File: src/rtl/irq_rank_pkg.sv
package irq_rank_pkg;

  // Per-line trigger selection.
  typedef enum logic {
    TRIG_EDGE  = 1'b0,
    TRIG_LEVEL = 1'b1
  } trig_mode_e;

  // Index width for a line count (at least one bit).
  function automatic int unsigned line_idx_w(input int unsigned n);
    return (n < 2) ? 1 : $clog2(n);
  endfunction

endpackage

File: src/rtl/irq_prio_search.sv
// Rotated first-one search: returns the rank (distance from base) of the
// first set bit visiting base, base+1, ... modulo N_LINES; N_LINES if none.
module irq_prio_search #(
  parameter int unsigned N_LINES = 8,
  parameter int unsigned IW      = 3
) (
  input  logic [N_LINES-1:0] vec_i,
  input  logic [IW-1:0]      base_i,
  output logic [IW:0]        rank_o
);
  localparam int unsigned RW = IW + 1;

  logic [N_LINES-1:0] rot;

  for (genvar k = 0; k < N_LINES; k++) begin : g_rot
    logic [IW-1:0] idx;
    assign idx    = base_i + IW'(k);
    assign rot[k] = vec_i[idx];
  end

  always_comb begin
    rank_o = RW'(N_LINES);
    for (int k = N_LINES - 1; k >= 0; k--) begin
      if (rot[k]) rank_o = RW'(k);
    end
  end

endmodule

File: src/rtl/irq_pend_capture.sv
// Pending register with per-line edge or level capture.
module irq_pend_capture
  import irq_rank_pkg::*;
#(
  parameter int unsigned N_LINES = 8,
  parameter int unsigned IW      = 3
) (
  input  logic               clk,
  input  logic               rst,
  input  logic [N_LINES-1:0] req_i,
  input  logic [N_LINES-1:0] trig_i,
  input  logic               grant_i,
  input  logic [IW-1:0]      grant_line_i,
  output logic [N_LINES-1:0] pend_o
);
  logic [N_LINES-1:0] last_q;
  logic [N_LINES-1:0] pend_q;
  logic [N_LINES-1:0] pend_d;

  always_comb begin
    for (int i = 0; i < N_LINES; i++) begin
      if (trig_i[i] == TRIG_LEVEL) begin
        pend_d[i] = req_i[i];
      end else if (req_i[i] && !last_q[i]) begin
        // a fresh edge wins over a same-cycle acknowledge
        pend_d[i] = 1'b1;
      end else if (grant_i && (grant_line_i == IW'(i))) begin
        pend_d[i] = 1'b0;
      end else begin
        pend_d[i] = pend_q[i];
      end
    end
  end

  always_ff @(posedge clk) begin
    if (rst) begin
      last_q <= '0;
      pend_q <= '0;
    end else begin
      last_q <= req_i;
      pend_q <= pend_d;
    end
  end

  assign pend_o = pend_q;

endmodule

File: src/rtl/irq_service_regs.sv
// In-service register and rotating priority base.
module irq_service_regs #(
  parameter int unsigned N_LINES = 8,
  parameter int unsigned IW      = 3
) (
  input  logic               clk,
  input  logic               rst,
  input  logic               grant_i,
  input  logic [IW-1:0]      grant_line_i,
  input  logic               auto_eoi_i,
  input  logic               rot_aeoi_i,
  input  logic               base_we_i,
  input  logic [IW-1:0]      base_in_i,
  output logic [N_LINES-1:0] isr_o,
  output logic [IW-1:0]      base_o
);
  logic [N_LINES-1:0] isr_q;
  logic [IW-1:0]      base_q;

  always_ff @(posedge clk) begin
    if (rst) begin
      isr_q  <= '0;
      base_q <= '0;
    end else begin
      if (grant_i && !auto_eoi_i) isr_q[grant_line_i] <= 1'b1;
      if (base_we_i) begin
        base_q <= base_in_i;
      end else if (grant_i && auto_eoi_i && rot_aeoi_i) begin
        base_q <= grant_line_i + IW'(1);
      end
    end
  end

  assign isr_o  = isr_q;
  assign base_o = base_q;

endmodule

File: src/rtl/irq_rank_resolver.sv
module irq_rank_resolver
  import irq_rank_pkg::*;
#(
  parameter int unsigned N_LINES      = 8,
  parameter bit          IS_MASTER    = 1'b1,
  parameter int unsigned CASCADE_LINE = 2,
  localparam int unsigned IW          = line_idx_w(N_LINES)
) (
  input  logic               clk,
  input  logic               rst,
  input  logic [N_LINES-1:0] req_in,
  input  logic [N_LINES-1:0] trig_level,
  input  logic [N_LINES-1:0] mask,
  input  logic               base_we,
  input  logic [IW-1:0]      base_in,
  input  logic               auto_eoi,
  input  logic               rot_on_aeoi,
  input  logic               sfn_mode,
  input  logic               ack,
  output logic               irq_out,
  output logic [IW-1:0]      win_line
);
  localparam logic [N_LINES-1:0] SFN_HOLE =
    IS_MASTER ? (N_LINES'(1) << CASCADE_LINE) : '0;

  logic [N_LINES-1:0] pend_q;
  logic [N_LINES-1:0] isr_q;
  logic [IW-1:0]      base_q;
  logic [N_LINES-1:0] pend_eff;
  logic [N_LINES-1:0] isr_eff;
  logic [IW:0]        rank_pend;
  logic [IW:0]        rank_svc;
  logic               hit_c;
  logic [IW-1:0]      win_c;
  logic               grant;

  assign pend_eff = pend_q & ~mask;
  assign isr_eff  = sfn_mode ? (isr_q & ~SFN_HOLE) : isr_q;

  irq_prio_search #(.N_LINES(N_LINES), .IW(IW)) u_pend_search (
    .vec_i (pend_eff),
    .base_i(base_q),
    .rank_o(rank_pend)
  );

  irq_prio_search #(.N_LINES(N_LINES), .IW(IW)) u_svc_search (
    .vec_i (isr_eff),
    .base_i(base_q),
    .rank_o(rank_svc)
  );

  assign hit_c = rank_pend < rank_svc;
  assign win_c = rank_pend[IW-1:0] + base_q;
  assign grant = ack && hit_c;

  irq_pend_capture #(.N_LINES(N_LINES), .IW(IW)) u_capture (
    .clk         (clk),
    .rst         (rst),
    .req_i       (req_in),
    .trig_i      (trig_level),
    .grant_i     (grant),
    .grant_line_i(win_c),
    .pend_o      (pend_q)
  );

  irq_service_regs #(.N_LINES(N_LINES), .IW(IW)) u_service (
    .clk         (clk),
    .rst         (rst),
    .grant_i     (grant),
    .grant_line_i(win_c),
    .auto_eoi_i  (auto_eoi),
    .rot_aeoi_i  (rot_on_aeoi),
    .base_we_i   (base_we),
    .base_in_i   (base_in),
    .isr_o       (isr_q),
    .base_o      (base_q)
  );

  always_ff @(posedge clk) begin
    if (rst) begin
      irq_out  <= 1'b0;
      win_line <= '0;
    end else begin
      irq_out  <= hit_c;
      win_line <= hit_c ? win_c : '0;
    end
  end

endmodule

File: config.mk
export PLATFORM = sky130hd
export DESIGN_NAME = irq_rank_resolver
export DESIGN_NICKNAME = d
export VERILOG_FILES = /design/src/rtl/irq_rank_pkg.sv /design/src/rtl/irq_prio_search.sv /design/src/rtl/irq_pend_capture.sv /design/src/rtl/irq_service_regs.sv /design/src/rtl/irq_rank_resolver.sv
export SDC_FILE = /design/constraint.sdc
export NUM_CORES = 1
export LEC_CHECK = 0
export ABC_AREA = 0
export BUFFER_PORTS_ARGS = -buffer_cell sky130_fd_sc_hd__buf_2
export CAP_MARGIN = 20
export CORE_ASPECT_RATIO = 0.75
export CORE_MARGIN = 10
export CORE_UTILIZATION = 55
export CTS_CLUSTER_DIAMETER = 80
export CTS_CLUSTER_SIZE = 25
export DETAILED_ROUTE_END_ITERATION = 10
export PLACE_DENSITY = 0.76
export SYNTH_ARGS = -nofsm -noshare
export SYNTH_HDL_FRONTEND = slang
export SYNTH_SLANG_ARGS = --single-unit
File: constraint.sdc
create_clock -name clk -period 8.22 [get_ports clk]
set_input_delay 0.822 -clock clk [delete_from_list [all_inputs] [get_ports clk]]
set_output_delay 0.822 -clock clk [all_outputs]
set_load 0.01 [all_outputs]
==> out/metrics.csv, run 1 <==
metric,value,unit
nNetsFinal,335,
cp.arrival,5200,ps
startpoint_type,register,
setup_violations,0,
chipHeight,77.98,um
clock-sinks,31,
die_w,97.30,um
synth-async-reset-ratio,0,%
initial_core_util,58.98,%
synth_fp_nets,302,
maxSlewHeadroom,37.60,%
cp.buffers_inverters,1,
ios,38,
final_hold_viol_count,0,
rsz0062_at_grt,false,
met3_length,486,um
ys.warnings.count,0,
final_common_cell,buf_2,
dr_wl_met2,2647,um
dpl_worst_slack,3145,ps
grt_max_degree,31,
cts_tree,built,
root_buffer,clkbuf_8,
drt-met1-wl,2763,um
grt_util_all_layers,15.56,%
tns,0,ps
worstPathRequired,8370,ps
end_kind,register,
critPathKind,register to register,
io_buffers,37,
post-cts-setup-buffers,0,
ant_nets,0,
cts_inserted_buffers,5,
syn_inst,256,
syn2layout_area_growth,12.84,%
grt_pass1_wl,10100,um
dp_hpwl,4701,um
coreArea,4179,um^2
drtIter0Drc,221,
slew_viol_final,0,
grt_antenna_before_repair,0,
cts_resized,0,
cp_max_fo,23,
die_area,7587,um^2
grt_overflow,0,
finalCriticalPeriod,5052,ps
drive_above_1_share,27.59,%
detail_route.vias_per_cell,6.046,
wl_per_cell,17.22,um
synth_cell_type_count,57,
setup_ws,3168,ps
synth-seq-cells,31,
final_cell_mix,"buf_2 (37), dfxtp_1 (31), nand2_1 (20)",
synth_edf_count,0,
vias,2086,
path_cells,"inv_2, ha_1, mux4_2, mux2i_1, nor2b_1, nand3_1, or3_1, ha_1, a2111o_1, o32ai_4, nor2b_4, a41oi_2",
critical-path-top-delay-family,compound AO/OA/AOI/OAI gates,
avgSynthCellArea,9.628,um^2
slowest_stage,dfxtp_1,
routabilityCongestion,0.8947,
antenna_cells,0,
rows,20,
clockBufferDepth,2,
drc,0,
finalWirelength,5942,um
cp_common_cell,ha_1,
fin_crit_sh,61.46,%
path_clk_slew,70,ps
dr.max_layer_used,met4,
ctsHoldBuffers,0,
clk_latency,290,ps
ys.flop_type,dfxtp_1,
drv_cap,0,
fmax,0.1979,GHz
hold_path_class,register to register,
yosysSeqAreaShare,25.18,%
fin_skew,5.559,ps
dr.pass1.iters,4,
status,"finished, final reports clean",
grt_pass1_vias,2071,
syn_area,2465,um^2
worst_slew_pin_slew,934.8,ps
cpPeakStageDelay,940,ps
cts_max_level,2,
[layout make-up]
cell class	instances	area, um^2
inverter	19	71.32
clock inverter	3	43.79
timing repair buffer	37	185.2
sequential	31	620.6
multi-input combinational	195	1723
tap	55	68.82
clock buffer	5	68.82
fill	342	1398
[flip-flops by register name, summed over array words and instances, names as in the netlist]
name              cells
u_capture.last_q      8
u_capture.pend_o      8
u_service.isr_o       8
u_service.base_o      3
win_line              3
irq_out               1
[cells by family after synthesis]
logic type / after synthesis / share of synthesized area, %
AOI/OAI and AO/OA: 58 / 19.19
xor gates and xnor gates: 5 / 2.843
adders and majority gates: 12 / 6.396
buffers and inverters: 30 / 4.924
DFF: 31 / 25.18
muxes: 33 / 21.01
and+or+nand+nor: 87 / 20.46
[routing by layer]
metal,global-route usage [%],vias up
met5,0,-
met4,2.609,0
met3,5.221,6
met2,24.00,69
met1,20.88,992
li1,-,1019
[synthesized netlist by cell type, drive strengths merged (5+ instances only)]
cell    count  area (um^2)
nand2b     13        83.83
ha         11        137.6
nand2      21        86.33
o22ai      11        75.07
buf         6        31.27
mux4       14        319.1
dfxtp      31        620.6
mux2i      15        150.1
nor2        9        33.78
o21ai      10        50.05
a41oi       5        73.82
nor2b      20        140.1
a211oi      7        52.55
clkbuf      5        18.77
inv        19        71.32
nand3       8        40.04
[worst reg2reg max path, cell delays in order (launching register included)]
cell and delay (ps):
dfxtp_1 940, inv_2 230, ha_1 580, mux4_2 580, mux2i_1 180, nor2b_1 200
nand3_1 100, or3_1 390, ha_1 290, a2111o_1 450, o32ai_4 510, nor2b_4 340
a41oi_2 140
[metrics by stage]
stage,cell area (um^2),hold slack [ps],utilization [%],std cells
detailed placement,2669,452.3,63.86,337
CTS,2781,461.6,66.56,345
floorplan,2465,441.9,-,256
global placement,2669,456.1,63.86,337
finish,2781,458.6,66.56,345
global route,2781,499.6,66.56,345
[worst paths after layout]
| check | cells after the start | endpoint | from | slack, ps |
|---|---|---|---|---|
| setup / recovery | 12 | u_capture.pend_o[0] | u_service.base_o[0] | 3170 |
| hold / removal | 2 | u_capture.pend_o[6] | u_capture.pend_o[6] | 460 |
| setup reg to reg | 12 | u_capture.pend_o[0] | u_service.base_o[0] | 3170 |
| hold reg to reg | 2 | u_capture.pend_o[6] | u_capture.pend_o[6] | 460 |
Power of run 1 is not shown: default switching activity piles up to over one toggle a cycle in this logic, so the estimate is an artifact.
==> inputs of run 2 (changes only) <==
ABC_AREA = 1   (was 0)
clock period = 5.08 ns   (was 8.22 ns; I/O delays follow)
==> run 2 against run 1 <==
Largest cell class unchanged. Via count is 19% higher. Die area shrank 2.0%. Utilization decreased by 1.7 points. Wire length increased by 7.2%. Synthesized area fell by 2.6%.
==> out/metrics.csv, run 2 <==
metric,value,unit,change
grt_max_degree,20,,-35%
avgSynthCellArea,6.282,um^2,-35%
multi_input_area,1500,um^2,-13%
ctsHoldBuffers,0,,unchanged
grt_antenna_before_repair,0,,unchanged
grt_pass1_vias,2247,,+8.5%
seq_area,620.6,um^2,unchanged
worst_slew_pin_slew,544.2,ps,-390.6 ps
tns,0,ps,unchanged
root_buffer,clkbuf_8,,
cts_resized,0,,unchanged
ios,38,,unchanged
drv_cap,0,,unchanged
nNetsFinal,465,,+39%
final_common_cell,nand2_1,,
syn2layout_area_growth,11.63,%,
setup_violations,0,,unchanged
ant_nets,0,,unchanged
syn_inst,382,,+49%
cp_max_fo,9,,-61%
worstRegToRegCells,24,,+12
yosysSeqAreaShare,25.86,%,+0.68 points
synth_edf_count,0,,unchanged
detail_route.vias_per_cell,5.219,,-14%
ys.warnings.count,0,,unchanged
coreArea,4129,um^2,-1.2%
final_hold_viol_count,0,,unchanged
r2r-start,u_service.base_o[1],,
die_area,7433,um^2,-2.0%
synth_top_area_share,25.86,%,+0.68 points
grt_util_all_layers,17.28,%,+1.7 points
synth-async-reset-ratio,0,%,unchanged
cts_tree,built,,
fin_crit_sh,76.92,%,+15 points
rrSetupSlack,1170,ps,-2000 ps
antenna_cells,0,,unchanged
crit_start,u_service.base_o[1],,
grt_pass1_wl,10470,um,+3.7%
die_w,96.28,um,-1.1%
final_cell_mix,"nand2_1 (92), nand3_1 (74), nor2_1 (56)",,
routabilityCongestion,0.9251,,+3.4%
cp.arrival,4090,ps,-1110 ps
worstPathRequired,5260,ps,-3110 ps
finalCriticalPeriod,3908,ps,-1144 ps
grt_overflow,0,,unchanged
timing.rr.end,u_service.base_o[2],,
slew_viol_final,0,,unchanged
finalWirelength,6368,um,+7.2%
post-cts-setup-buffers,0,,unchanged
nFillCells,403,,+18%
cts_inserted_buffers,5,,unchanged
clk_latency,290,ps,about the same
chipHeight,77.21,um,-0.99%
clock-sinks,31,,unchanged
syn_area,2400,um^2,-2.6%
rows,20,,unchanged
end_kind,register,,
yosys.area.top_type,dfxtp_1,,
critPathKind,register to register,,
ys_top_cells_by_area,"dfxtp_1 (26%), nand3_1 (15%), nand2_1 (14%)",,
synth-seq-cells,31,,unchanged
drc,0,,unchanged
ys.flop_type,dfxtp_1,,
hold_path_class,primary input to register,,
status,"finished, final reports clean",,
synth_fp_nets,428,,+42%
io_buffers,37,,unchanged
fmax,0.2559,GHz,+29%
initial_core_util,58.12,%,-0.86 points
crit_path_end,u_service.base_o[2],,
dr.pass1.iters,5,,+1
rsz0062_at_grt,false,,
wl_per_cell,13.41,um,-22%
synth_cell_type_count,33,,-42%
fin_skew,4.942,ps,-0.6172 ps
vias,2479,,+19%
path_clk_slew,60,ps,about the same
finish.instance_area,2679,um^2,-3.7%
yosysMostFrequentCell,nand2_1,,
dp_hpwl,5221,um,+11%
synth_common_cells,"nand2_1 (92), nand3_1 (74), nor2_1 (56), inv_1 (48), dfxtp_1 (31)",,
clockBufferDepth,2,,unchanged
startpoint_type,register,,
final_core_util,64.88,%,-1.7 points
drive_above_1_share,15.71,%,-12 points
maxSlewHeadroom,63.67,%,+26 points
placed_area,2594,um^2,-2.8%
drtIter0Drc,211,,-4.5%
cts_max_level,2,,unchanged
==> run 2: changes by cell type in the layout (fill, tap and decap cells not counted), moves of 10 or more <==
cell,delta
inv_1,+31
mux2i_1,-13
mux4_2,-13
nand2_1,+72
nand2b_1,-12
nand3_1,+66
nor2_1,+47
nor2b_1,-18
o21ai_0,+11
o22ai_1,-10
==> run 2: worst min path at each step <==
stage / start / endpoint / slack (ps) / depth (start not counted)
global placement: u_capture.last_q[7] / u_capture.pend_o[7] / 460 / 3
floorplan: u_capture.last_q[7] / u_capture.pend_o[7] / 440 / 3
detailed placement: u_capture.last_q[7] / u_capture.pend_o[7] / 460 / 3
finish: req_in[7] / u_capture.last_q[7] / 440 / 3
global route: req_in[7] / u_capture.last_q[7] / 460 / 3
CTS: req_in[7] / u_capture.last_q[7] / 430 / 3
==> run 2: logic make-up (layout without fill, tap and decap cells) <==
group | after synthesis | in the layout | synth area share, %
XOR/XNOR | 4 | 4 | 2.399
adder cells (fa/ha/maj) | 12 | 12 | 6.569
buffers and inverters | 62 | 100 | 11.63
flip-flops | 31 | 31 | 25.86
AND/OR/NAND/NOR | 239 | 239 | 45.62
AO/OA/AOI/OAI | 32 | 32 | 7.091
multiplexers | 2 | 2 | 0.8342
==> run 2: critical path, stage by stage, from the launching register on <==
cell	delay, ps
dfxtp_1	330
clkinv_1	200
ha_1	460
inv_1	240
nand3_1	120
nand2_1	70
inv_1	50
o21ai_1	240
nand2_1	90
nand2_1	60
nand2_1	40
nand2_1	60
nand2_1	50
nand2_1	90
inv_1	60
ha_1	190
fa_1	370
xor2_1	170
or2_4	310
nand2_8	90
ha_1	230
mux2i_1	120
nand2_1	60
nand2_1	50
nor2_1	40
==> run 2: cell type report <==
class / count / area share (%)
multi-input combinational: 289 / 56.00
tap: 55 / 2.569
timing repair buffer: 39 / 7.473
sequential: 31 / 23.17
clock buffer: 6 / 2.709
inverter: 53 / 7.613
clock inverter: 2 / 0.4671
==> run 2: per-stage QoR <==
| stage | worst slack [ps] | hold WS (ps) | std cells |
|---|---|---|---|
| 3_5_place_dp | 1251 | 457.7 | 467 |
| 5_1_grt | 837.6 | 458.8 | 475 |
| 6_report | 1172 | 437.5 | 475 |
| 2_1_floorplan | 1453 | 443.4 | 382 |
| 4_1_cts | 1224 | 434.7 | 475 |
| 3_3_place_gp | 1331 | 457.0 | 467 |
==> run 2: layer usage <==
| metal | track usage, % | vias to the layer above | share of wire [%] |
|---|---|---|---|
| li1 | - | 1299 | - |
| met1 | 25.72 | 1073 | 51 |
| met2 | 23.22 | 100 | 39 |
| met3 | 4.767 | 7 | 9.0 |
| met4 | 4.118 | 0 | 0.71 |
| met5 | 0 | - | 0 |
Power of run 2 is left out for the same reason.
==> inputs of run 3 (changes only) <==
ABC_AREA = 0   (was 1)
CORE_UTILIZATION = 52   (was 55)
PLACE_DENSITY = 0.75   (was 0.76)
clock period = 3.24 ns   (was 5.08 ns; I/O delays follow)
==> run 3 against run 2 <==
The flow now finishes with violations (negative setup slack). Design area is 26% higher. Critical path depth is 12 lower. Clock skew is 3.5 ps higher. Cell count is 13% lower. Via count is 3.6% lower. Non-clock buffer count is 63 higher. Die area is 6.6% higher. Worst hold slack worse by 150 ps. Largest cell class unchanged. Sequential share of layout area is 4.5 points lower. Count of clock-buffer cells in the layout is 1 lower. First-iteration DRC count is 35% lower.
==> out/metrics.csv, run 3 (synthesis results as in run 1) <==
metric,value,unit,change
final_cell_mix,"buf_4 (63), buf_2 (37), dfxtp_1 (28)",,
setup_ws,-447.8,ps,-1620 ps
fin_crit_sh,113.8,%,+37 points
initial_core_util,54.54,%,-3.6 points
ant_nets,0,,unchanged
path_clk_slew,80,ps,+20 ps
routabilityCongestion,0.8538,,-7.7%
final_core_util,74.67,%,+9.8 points
grt_antenna_before_repair,0,,unchanged
antenna_cells,0,,unchanged
worstPathRequired,3390,ps,-1870 ps
die_area,7923,um^2,+6.6%
dp_hpwl,5348,um,+2.4%
grt_max_degree,31,,+55%
nFillCells,310,,-23%
finish.instance_area,3374,um^2,+26%
rows,21,,+5.0%
crit_path_end,u_service.base_o[2],,
cts_inserted_buffers,5,,unchanged
hold_path_class,primary input to register,,
cts_tree,built,,
violations,negative setup slack,,
crit_start,u_service.base_o[0],,
final_common_cell,buf_4,,
rsz0062_at_grt,true,,
slew_viol_final,0,,unchanged
clockBufferDepth,2,,unchanged
setup_violations,23,,+23
io_buffers,37,,unchanged
finalWirelength,6964,um,+9.4%
critPathKind,register to register,,
grt_overflow,0,,unchanged
clk_latency,290,ps,about the same
nNetsFinal,400,,-14%
clock-sinks,31,,unchanged
drv_cap,0,,unchanged
timing.rr.end,u_service.base_o[2],,
cts_max_level,2,,unchanged
drc,0,,unchanged
end_kind,register,,
cp_max_fo,7,,-2
final_hold_viol_count,0,,unchanged
fmax,0.2712,GHz,+6.0%
finalCriticalPeriod,3688,ps,-219.9 ps
grt_pass1_vias,2293,,+2.0%
detail_route.vias_per_cell,5.801,,+11%
rrSetupSlack,-450,ps,-1620 ps
worst_slew_pin_slew,547.6,ps,+3.390 ps
worstRegToRegCells,12,,-50%
dr.pass1.iters,5,,unchanged
chipHeight,79.63,um,+3.1%
fin_skew,8.458,ps,+3.516 ps
startpoint_type,register,,
syn2layout_area_growth,36.90,%,
grt_util_all_layers,17.03,%,-0.24 points
r2r-start,u_service.base_o[0],,
drive_above_1_share,45.35,%,+30 points
wl_per_cell,16.90,um,+26%
coreArea,4519,um^2,+9.5%
ios,38,,unchanged
vias,2390,,-3.6%
placed_area,3068,um^2,+18%
drtIter0Drc,137,,-35%
die_w,99.50,um,+3.3%
grt_pass1_wl,11140,um,+6.3%
root_buffer,clkbuf_8,,
status,"complete, but fails checks",,
cp.arrival,3840,ps,-250 ps
maxSlewHeadroom,63.49,%,-0.18 points
==> run 3: cell types whose count changed in the layout (fill, tap and decap cells not counted), moves of 13 or more <==
cell / previous run / this run
inv_1: 48 / 17
mux4_2: 0 / 13
nor2_1: 56 / 9
buf_4: 2 / 63
nand2_1: 92 / 20
nor2b_1: 0 / 17
nand3_1: 74 / 7
==> run 3: critical path, cell delays in order (launching register included) <==
cell      delay (ps)
dfxtp_4          390
inv_6             50
ha_4             300
mux4_2           540
mux2i_1          250
nand2b_1         120
or3b_2           490
ha_1             220
a2111o_1         440
o32ai_4          330
buf_6            190
a21o_1           160
a211oi_1          80
==> run 3: area by class of cell <==
cell class | instances | area (um^2) | area share [%]
Multi-Input combinational cell | 195 | 1802 | 53.39
Tap cell | 57 | 71.32 | 2.113
Inverter | 19 | 78.83 | 2.336
Clock buffer | 5 | 68.82 | 2.039
Sequential cell | 31 | 629.4 | 18.65
Timing Repair Buffer | 102 | 680.7 | 20.17
Clock inverter | 3 | 43.79 | 1.298
==> run 3: worst min-delay path by stage <==
stage	from	to	slack [ps]	cells past startpoint
finish	req_in[7]	u_capture.last_q[7]	280	2
detailed placement	u_capture.pend_o[5]	u_capture.pend_o[5]	470	2
global route	req_in[7]	u_capture.last_q[7]	310	2
floorplan	rst	u_capture.last_q[4]	400	1
CTS	req_in[7]	u_capture.last_q[7]	290	2
global placement	u_capture.pend_o[4]	u_capture.pend_o[4]	460	2
==> run 3: per-layer routing <==
| metal | vias up | global-route usage, % | routed length [um] |
|---|---|---|---|
| met4 | 0 | 2.571 | 40 |
| met5 | - | 0 | 0 |
| met1 | 1136 | 22.40 | 3209 |
| met2 | 95 | 27.40 | 3210 |
| li1 | 1151 | - | - |
| met3 | 8 | 5.104 | 504 |
==> run 3: through the flow <==
step                      worst slack [ps]  hold WS [ps]  setup TNS, ps  cells
after floorplan                     -384.3         404.1          -5247    256
after global placement              -401.2         458.2          -7034    386
after detailed placement            -446.0         467.4          -8216    386
after CTS                           -391.8         290.0          -7363    407
after global routing                -589.3         306.6         -11770    412
final                               -447.8         284.6          -9225    412
==> run 3: timing repair <==
| action | CTS | global route |
|---|---|---|
| hold buffers | 0 | 0 |
| resized for setup | 5 | 10 |
| endpoints found under the setup margin | 23 | 23 |
| gates cloned | 0 | 0 |
| pin swaps | 4 | 1 |
| setup buffers | 13 | 5 |
Power of run 3 is left out for the same reason.
